===== src/rtl/aclk_mon_pkg.sv =====
package aclk_mon_pkg;

  // Supported bit-clock edges per frame.
  function automatic logic ratio_ok(input int unsigned n);
    case (n)
      32, 48, 64, 96, 128, 192, 256, 384, 512: ratio_ok = 1'b1;
      default:                                 ratio_ok = 1'b0;
    endcase
  endfunction

  // Inclusive window test on a measured frame length.
  function automatic logic in_window(input int unsigned p,
                                     input int unsigned lo,
                                     input int unsigned hi);
    in_window = (p >= lo) && (p <= hi);
  endfunction

endpackage


===== src/rtl/aclk_edge_sync.sv =====
module aclk_edge_sync #(
  parameter int STAGES = 2
) (
  input  logic clk,
  input  logic rst_n,
  input  logic din,
  output logic rise,
  output logic tog
);
  logic [STAGES:0] sh_q;

  always_ff @(posedge clk or negedge rst_n) begin
    if (!rst_n) sh_q <= '0;
    else        sh_q <= {sh_q[STAGES-1:0], din};
  end

  assign rise = sh_q[STAGES-1] & ~sh_q[STAGES];
  assign tog  = sh_q[STAGES-1] ^ sh_q[STAGES];
endmodule


===== src/rtl/aclk_stall_timer.sv =====
module aclk_stall_timer #(
  parameter int W = 16
) (
  input  logic         clk,
  input  logic         rst_n,
  input  logic         tog,
  input  logic [W-1:0] limit,
  output logic         stall
);
  localparam logic [W-1:0] TMAX = {W{1'b1}};
  logic [W-1:0] tmr_q;

  always_ff @(posedge clk or negedge rst_n) begin
    if (!rst_n)             tmr_q <= '0;
    else if (tog)           tmr_q <= '0;
    else if (tmr_q != TMAX) tmr_q <= tmr_q + 1'b1;
  end

  assign stall = (tmr_q >= limit);

  // Any toggle restarts the timer.
  p_edge_restarts_r4: assert property (@(posedge clk) disable iff (!rst_n)
    tog |=> (tmr_q == '0));
endmodule


===== src/rtl/aclk_frame_meter.sv =====
module aclk_frame_meter
  import aclk_mon_pkg::*;
#(
  parameter int PER_W = 16,
  parameter int BIT_W = 10
) (
  input  logic             clk,
  input  logic             rst_n,
  input  logic             fs_rise,
  input  logic             bclk_rise,
  input  logic             stall,
  input  logic [PER_W-1:0] fs_min,
  input  logic [PER_W-1:0] fs_max,
  output logic             frame_done,
  output logic             frame_good
);
  localparam logic [PER_W-1:0] PMAX = {PER_W{1'b1}};
  localparam logic [BIT_W-1:0] BMAX = {BIT_W{1'b1}};

  logic [PER_W-1:0] per_q;
  logic [BIT_W-1:0] bits_q;
  logic             armed_q;
  logic [PER_W-1:0] per_meas;
  logic [BIT_W-1:0] bits_meas;
  logic             rate_good, ratio_good;

  assign per_meas   = (per_q == PMAX) ? PMAX : per_q + 1'b1;
  assign bits_meas  = (bclk_rise && bits_q != BMAX) ? bits_q + 1'b1 : bits_q;
  assign rate_good  = in_window(32'(per_meas), 32'(fs_min), 32'(fs_max));
  assign ratio_good = ratio_ok(32'(bits_meas));

  always_ff @(posedge clk or negedge rst_n) begin
    if (!rst_n) begin
      per_q      <= '0;
      bits_q     <= '0;
      armed_q    <= 1'b0;
      frame_done <= 1'b0;
      frame_good <= 1'b0;
    end else begin
      frame_done <= fs_rise & armed_q & ~stall;
      frame_good <= rate_good & ratio_good;
      if (fs_rise)    armed_q <= 1'b1;
      else if (stall) armed_q <= 1'b0;
      if (fs_rise) begin
        per_q  <= '0;
        bits_q <= '0;
      end else begin
        if (per_q != PMAX)                 per_q  <= per_q + 1'b1;
        if (bclk_rise && bits_q != BMAX)   bits_q <= bits_q + 1'b1;
      end
    end
  end

  // A frame closes only after an earlier edge started measurement.
  p_close_needs_arm_r6: assert property (@(posedge clk) disable iff (!rst_n)
    frame_done |-> $past(armed_q));
endmodule


===== src/rtl/aclk_fault_ctrl.sv =====
module aclk_fault_ctrl #(
  parameter int GOOD_FRAMES = 2
) (
  input  logic clk,
  input  logic rst_n,
  input  logic stall_any,
  input  logic frame_done,
  input  logic frame_good,
  input  logic rd_clr,
  input  logic irq_mask,
  output logic live,
  output logic latched,
  output logic irq_n,
  output logic shutdown,
  output logic ramp
);
  localparam int GW = $clog2(GOOD_FRAMES + 1);
  localparam logic [GW-1:0] LAST = GW'(GOOD_FRAMES - 1);

  logic [GW-1:0] good_q;
  logic          set_now, good_evt, live_nxt, latched_nxt;

  assign set_now     = stall_any | (frame_done & ~frame_good);
  assign good_evt    = frame_done & frame_good & ~stall_any;
  assign live_nxt    = set_now ? 1'b1
                     : (live & good_evt & (good_q == LAST)) ? 1'b0 : live;
  assign latched_nxt = live | (latched & ~rd_clr);
  assign shutdown    = live | set_now;

  always_ff @(posedge clk or negedge rst_n) begin
    if (!rst_n) begin
      good_q  <= '0;
      live    <= 1'b0;
      latched <= 1'b0;
      irq_n   <= 1'b1;
      ramp    <= 1'b0;
    end else begin
      if (set_now)                               good_q <= '0;
      else if (good_evt && good_q != GW'(GOOD_FRAMES)) good_q <= good_q + 1'b1;
      live    <= live_nxt;
      ramp    <= live & ~live_nxt;
      latched <= latched_nxt;
      irq_n   <= ~(latched_nxt & ~irq_mask);
    end
  end

  p_shut_early_r5: assert property (@(posedge clk) disable iff (!rst_n)
    $rose(live) |-> $past(shutdown));
  p_clear_on_frame_r6: assert property (@(posedge clk) disable iff (!rst_n)
    $fell(live) |-> $past(frame_done));
  p_ramp_after_clear_r7: assert property (@(posedge clk) disable iff (!rst_n)
    ramp |-> ($past(live) && !live));
  p_latch_follows_r8: assert property (@(posedge clk) disable iff (!rst_n)
    live |=> latched);
  p_clear_blocked_r8: assert property (@(posedge clk) disable iff (!rst_n)
    $fell(latched) |-> ($past(rd_clr) && !$past(live)));
  p_irq_masked_r9: assert property (@(posedge clk) disable iff (!rst_n)
    $past(irq_mask) |-> irq_n);
endmodule


===== src/rtl/aclk_fault_mon.sv =====
module aclk_fault_mon #(
  parameter int PER_W       = 16,
  parameter int BIT_W       = 10,
  parameter int STALL_W     = 16,
  parameter int SYNC_STAGES = 2,
  parameter int GOOD_FRAMES = 2
) (
  input  logic               clk,
  input  logic               rst_n,
  input  logic               bclk_i,
  input  logic               fsync_i,
  input  logic [PER_W-1:0]   fs_min_i,
  input  logic [PER_W-1:0]   fs_max_i,
  input  logic [STALL_W-1:0] stall_lim_i,
  input  logic               irq_mask_i,
  input  logic               rd_clr_i,
  output logic               err_live_o,
  output logic               err_latched_o,
  output logic               irq_n_o,
  output logic               shutdown_o,
  output logic               ramp_o
);
  localparam int NCLK = 2; // index 0: bit clock, index 1: frame sync

  logic [NCLK-1:0] clk_in, clk_rise, clk_tog, clk_stall;
  logic            frame_done, frame_good;

  assign clk_in = {fsync_i, bclk_i};

  for (genvar g = 0; g < NCLK; g++) begin : g_lane
    aclk_edge_sync #(.STAGES(SYNC_STAGES)) u_sync (
      .clk(clk), .rst_n(rst_n), .din(clk_in[g]),
      .rise(clk_rise[g]), .tog(clk_tog[g]));
    aclk_stall_timer #(.W(STALL_W)) u_stall (
      .clk(clk), .rst_n(rst_n), .tog(clk_tog[g]),
      .limit(stall_lim_i), .stall(clk_stall[g]));
  end

  aclk_frame_meter #(.PER_W(PER_W), .BIT_W(BIT_W)) u_meter (
    .clk(clk), .rst_n(rst_n),
    .fs_rise(clk_rise[1]), .bclk_rise(clk_rise[0]),
    .stall(|clk_stall), .fs_min(fs_min_i), .fs_max(fs_max_i),
    .frame_done(frame_done), .frame_good(frame_good));

  aclk_fault_ctrl #(.GOOD_FRAMES(GOOD_FRAMES)) u_ctrl (
    .clk(clk), .rst_n(rst_n), .stall_any(|clk_stall),
    .frame_done(frame_done), .frame_good(frame_good),
    .rd_clr(rd_clr_i), .irq_mask(irq_mask_i),
    .live(err_live_o), .latched(err_latched_o), .irq_n(irq_n_o),
    .shutdown(shutdown_o), .ramp(ramp_o));
endmodule


===== config.mk =====
export PLATFORM = sky130hd
export DESIGN_NAME = aclk_fault_mon
export DESIGN_NICKNAME = d
export VERILOG_FILES = /design/src/rtl/aclk_mon_pkg.sv /design/src/rtl/aclk_edge_sync.sv /design/src/rtl/aclk_stall_timer.sv /design/src/rtl/aclk_frame_meter.sv /design/src/rtl/aclk_fault_ctrl.sv /design/src/rtl/aclk_fault_mon.sv
export SDC_FILE = /design/constraint.sdc
export NUM_CORES = 1
export LEC_CHECK = 0
export BUFFER_PORTS_ARGS = -buffer_cell sky130_fd_sc_hd__buf_2
export CAP_MARGIN = 40
export CORE_MARGIN = 8
export CORE_UTILIZATION = 50
export DETAILED_ROUTE_END_ITERATION = 6
export PLACE_DENSITY = 0.73
export SETUP_SLACK_MARGIN = 0.3
export SLEW_MARGIN = 20
export SYNTH_ARGS = -nofsm -noshare
export SYNTH_HDL_FRONTEND = slang
export SYNTH_SLANG_ARGS = --single-unit
export TNS_END_PERCENT = 10

===== constraint.sdc =====
create_clock -name clk -period 3 [get_ports clk]
set_clock_uncertainty 0.05 [all_clocks]
set_input_delay 0.6 -clock clk [delete_from_list [all_inputs] [get_ports clk]]
set_output_delay 0.6 -clock clk [all_outputs]
set_load 0.005 [all_outputs]

==> out/qor.csv <==
metric,value,unit
placer congestion estimate,0.878,
die span in y,119,um
area of the core region,0.0103,mm2
number of synthesized flops with an enable pin,0,
clock insertion delay at the later pin of the skew report,0.35,ns
total negative slack,-0.337,ns
count of TritonRoute iterations in the first routing pass,5,
total count of max-transition violations in the final report,0,
"area leader, netlist",sky130_fd_sc_hd__dfrtp_1,
Post-Route WL,11900,um
async set-reset flop share out of synthesis,100,%
count of hold buffers inserted by post-cts repair,0,
worst r2r dst,u_meter.frame_good$_DFF_PN0_,
Yosys warning count,0,
effective utilization at floorplan,51.1,%
final worst-path cycle share,111,%
static leakage,3.31,nW
number of remaining DRC errors,0,
minimum period implied by the final worst setup slack,3.33,ns
violations in the final reports,negative setup slack,
Synth Register Bits,73,
commonest cells in the synthesized netlist,"sky130_fd_sc_hd__dfrtp_1 (72), sky130_fd_sc_hd__ha_1 (72), sky130_fd_sc_hd__inv_1 (63)",
setup slack of the most critical reg-to-reg path,-0.01,ns
dominant synthesized flop cell,sky130_fd_sc_hd__dfrtp_1,
CTS Buf Count,9,
total number of H-tree levels,3,
Max-Cap Viols,0,
total routing resource utilization after global routing,17.3,%
average detailed-routed wire length per instance,14.5,um
clock tree root driver cell,sky130_fd_sc_hd__clkbuf_8,
unrepaired setup endpoints after global routing,yes,
post-synthesis cell count,588,
number of nets produced by synthesis,714,
top cells by area in the synthesized netlist,"sky130_fd_sc_hd__dfrtp_1 (34%), sky130_fd_sc_hd__ha_1 (17%), sky130_fd_sc_hd__inv_1 (4.5%), sky130_fd_sc_hd__xnor2_1 (3.5%), sky130_fd_sc_hd__nand2_1 (3.4%)",
Detail Placement HPWL,9600,um
total power,2.34,mW
pin count of the biggest net entering global routing,45,
CTS sink cnt,73,
Clock Pin Slew Worst Setup and Hold Paths,0.08,ns
Clock Tree Buf Depth,2,
first-pass GRT wire length,20400,um
antenna violations before repair,0,
share of the yosys chip area belonging to registers,34.8,%
"Req. time, crit path",2.35,ns
Max-slew headroom,56.0,%
launching point of the worst reg2reg path,u_meter.per_q[2]$_DFFE_PN0P_,
vias in the first global route,4526,
fraction of layout cells with a size suffix above 1,18.7,%
TritonCTS clock tree,yes,
endpoints failing setup,2,
number of buffers inserted to repair setup after CTS,0,
pwr/cell area,375,mW/mm2
top achievable clock speed,0.300,GHz
Routed Antenna Nets,0,
capturing element of the worst setup path,shutdown_o,
startpoint class of the critical path,flip-flop,
Final #Nets,804,
highest ir drop seen on vdd,0.000258,V
global route overflow,0,
routed vias,4382,
die width,119,um
worst hold path class,in2async,
launching instance or port of the critical path,g_lane[0].u_stall.tmr_q[0]$_DFFE_PN0P_,
area added between synthesis and finish,18.4,%
area share of the largest cell type after synthesis,34.3,%
post-synthesis cell type count,59,
depth of the worst register-to-register path,13,
result of the run,"finished, violations left",
min setup slack post-route,-0.328,ns
largest driver fanout on the critical path,2,
number of DRC markers after the initial detailed-route iteration,158,
class of the most critical setup path,reg2out,
mean post-synth cell area,8.94,um2
arrival time at the worst endpoint,2.68,ns
Port Buffers,58,
average via count per standard cell,5.35,
number of placed I/O pins,59,
Synth Cell Area,0.00525,mm2
kind of end point of the critical path,primary output,
antenna fix cells,0,
die footprint,0.0140,mm2
cell row count,37,
final hold viol count,0,
Worst Tran Pin Value,0.657,ns
## registers in the layout, indices dropped and copies added (netlist names), 2 cells and up
register / flops
g_lane.u_stall.tmr_q: 32
u_meter.bits_q: 10
u_ctrl.good_q: 2
u_meter.per_q: 16
g_lane.u_sync.sh_q: 6
## logic make-up after synthesis
group	after synthesis	synth area share (%)
AO/OA/AOI/OAI	108	14.4
XOR/XNOR	36	6.00
adder cells (fa/ha/maj)	72	17.1
buffers and inverters	75	5.41
flip-flops	73	34.8
multiplexers	6	1.19
AND/OR/NAND/NOR	218	21.1
## worst max-delay path: stages, from the launching register on
cell                       delay [ns]
sky130_fd_sc_hd__dfrtp_1         0.39
sky130_fd_sc_hd__inv_2           0.08
sky130_fd_sc_hd__ha_4            0.20
sky130_fd_sc_hd__nand2b_4        0.13
sky130_fd_sc_hd__a21o_1          0.15
sky130_fd_sc_hd__a211o_1         0.26
sky130_fd_sc_hd__a222oi_1        0.30
sky130_fd_sc_hd__buf_4           0.19
sky130_fd_sc_hd__o211ai_4        0.07
sky130_fd_sc_hd__or4_1           0.41
sky130_fd_sc_hd__buf_2           0.14
## routing by layer
metal	routed length, um	vias up	track usage (%)
met5	0	-	0
met4	172	0	7.43
met3	452	13	3.09
met2	5880	75	30.4
met1	5380	2034	20.3
li1	-	2260	-
## cell usage in the layout, fill, tap and decap left out, types with 15 or more instances in the layout
master                     n
sky130_fd_sc_hd__nand4_1  25
sky130_fd_sc_hd__buf_4    33
sky130_fd_sc_hd__xor2_1   15
sky130_fd_sc_hd__xnor2_1  21
sky130_fd_sc_hd__inv_1    60
sky130_fd_sc_hd__nand3_1  25
sky130_fd_sc_hd__buf_2    57
sky130_fd_sc_hd__and2_1   22
sky130_fd_sc_hd__dfrtp_1  72
sky130_fd_sc_hd__a21oi_1  30
sky130_fd_sc_hd__nor2_1   46
sky130_fd_sc_hd__nand2_1  48
sky130_fd_sc_hd__ha_1     69
sky130_fd_sc_hd__a21o_1   21
## through the flow
stage	hold slack, ns	instance area, um2	setup WS [ns]	instances	utilization [%]
final	0.113	6220	-0.328	819	60.5
after global routing	0.131	6220	-0.451	819	60.5
after CTS	0.120	6210	-0.417	819	60.4
after detailed placement	0.289	5990	-0.267	803	58.2
after global placement	0.287	5970	-0.248	802	58.0
after floorplan	0.254	5330	0.175	588	-
## timing repair
action	4_1_cts	5_1_grt
gates resized for setup	3	2
endpoints found under the setup margin	2	2
pin swaps	1	1
## power by group
group          internal (mW)  switching, mW  total (mW)
registers               1.03         0.0444        1.07
clock network          0.465          0.355       0.820
logic                  0.208          0.233       0.441
## cell type report
type                            instances  area, um2
Tap cell                              136        170
Multi-Input combinational cell        440       3220
Sequential cell                        73       1830
Fill cell                             892       4060
Clock inverter                          6       83.8
Clock buffer                           10        128
Timing Repair Buffer                   91        553
Inverter                               63        239
## how the worst min path moves through the flow
stage,from,end,slack [ns],depth (start not counted)
3_5_place_dp,g_lane[0].u_sync.sh_q[0]$_DFF_PN0_,g_lane[0].u_sync.sh_q[1]$_DFF_PN0_,0.29,0
3_3_place_gp,g_lane[0].u_sync.sh_q[0]$_DFF_PN0_,g_lane[0].u_sync.sh_q[1]$_DFF_PN0_,0.29,0
4_1_cts,rst_n,g_lane[0].u_stall.tmr_q[1]$_DFFE_PN0P_,0.12,1
2_1_floorplan,rst_n,g_lane[0].u_stall.tmr_q[0]$_DFFE_PN0P_,0.25,0
6_report,rst_n,g_lane[0].u_stall.tmr_q[1]$_DFFE_PN0P_,0.11,1
5_1_grt,rst_n,g_lane[0].u_stall.tmr_q[1]$_DFFE_PN0P_,0.13,1
Power figures use the tool's default switching activity.
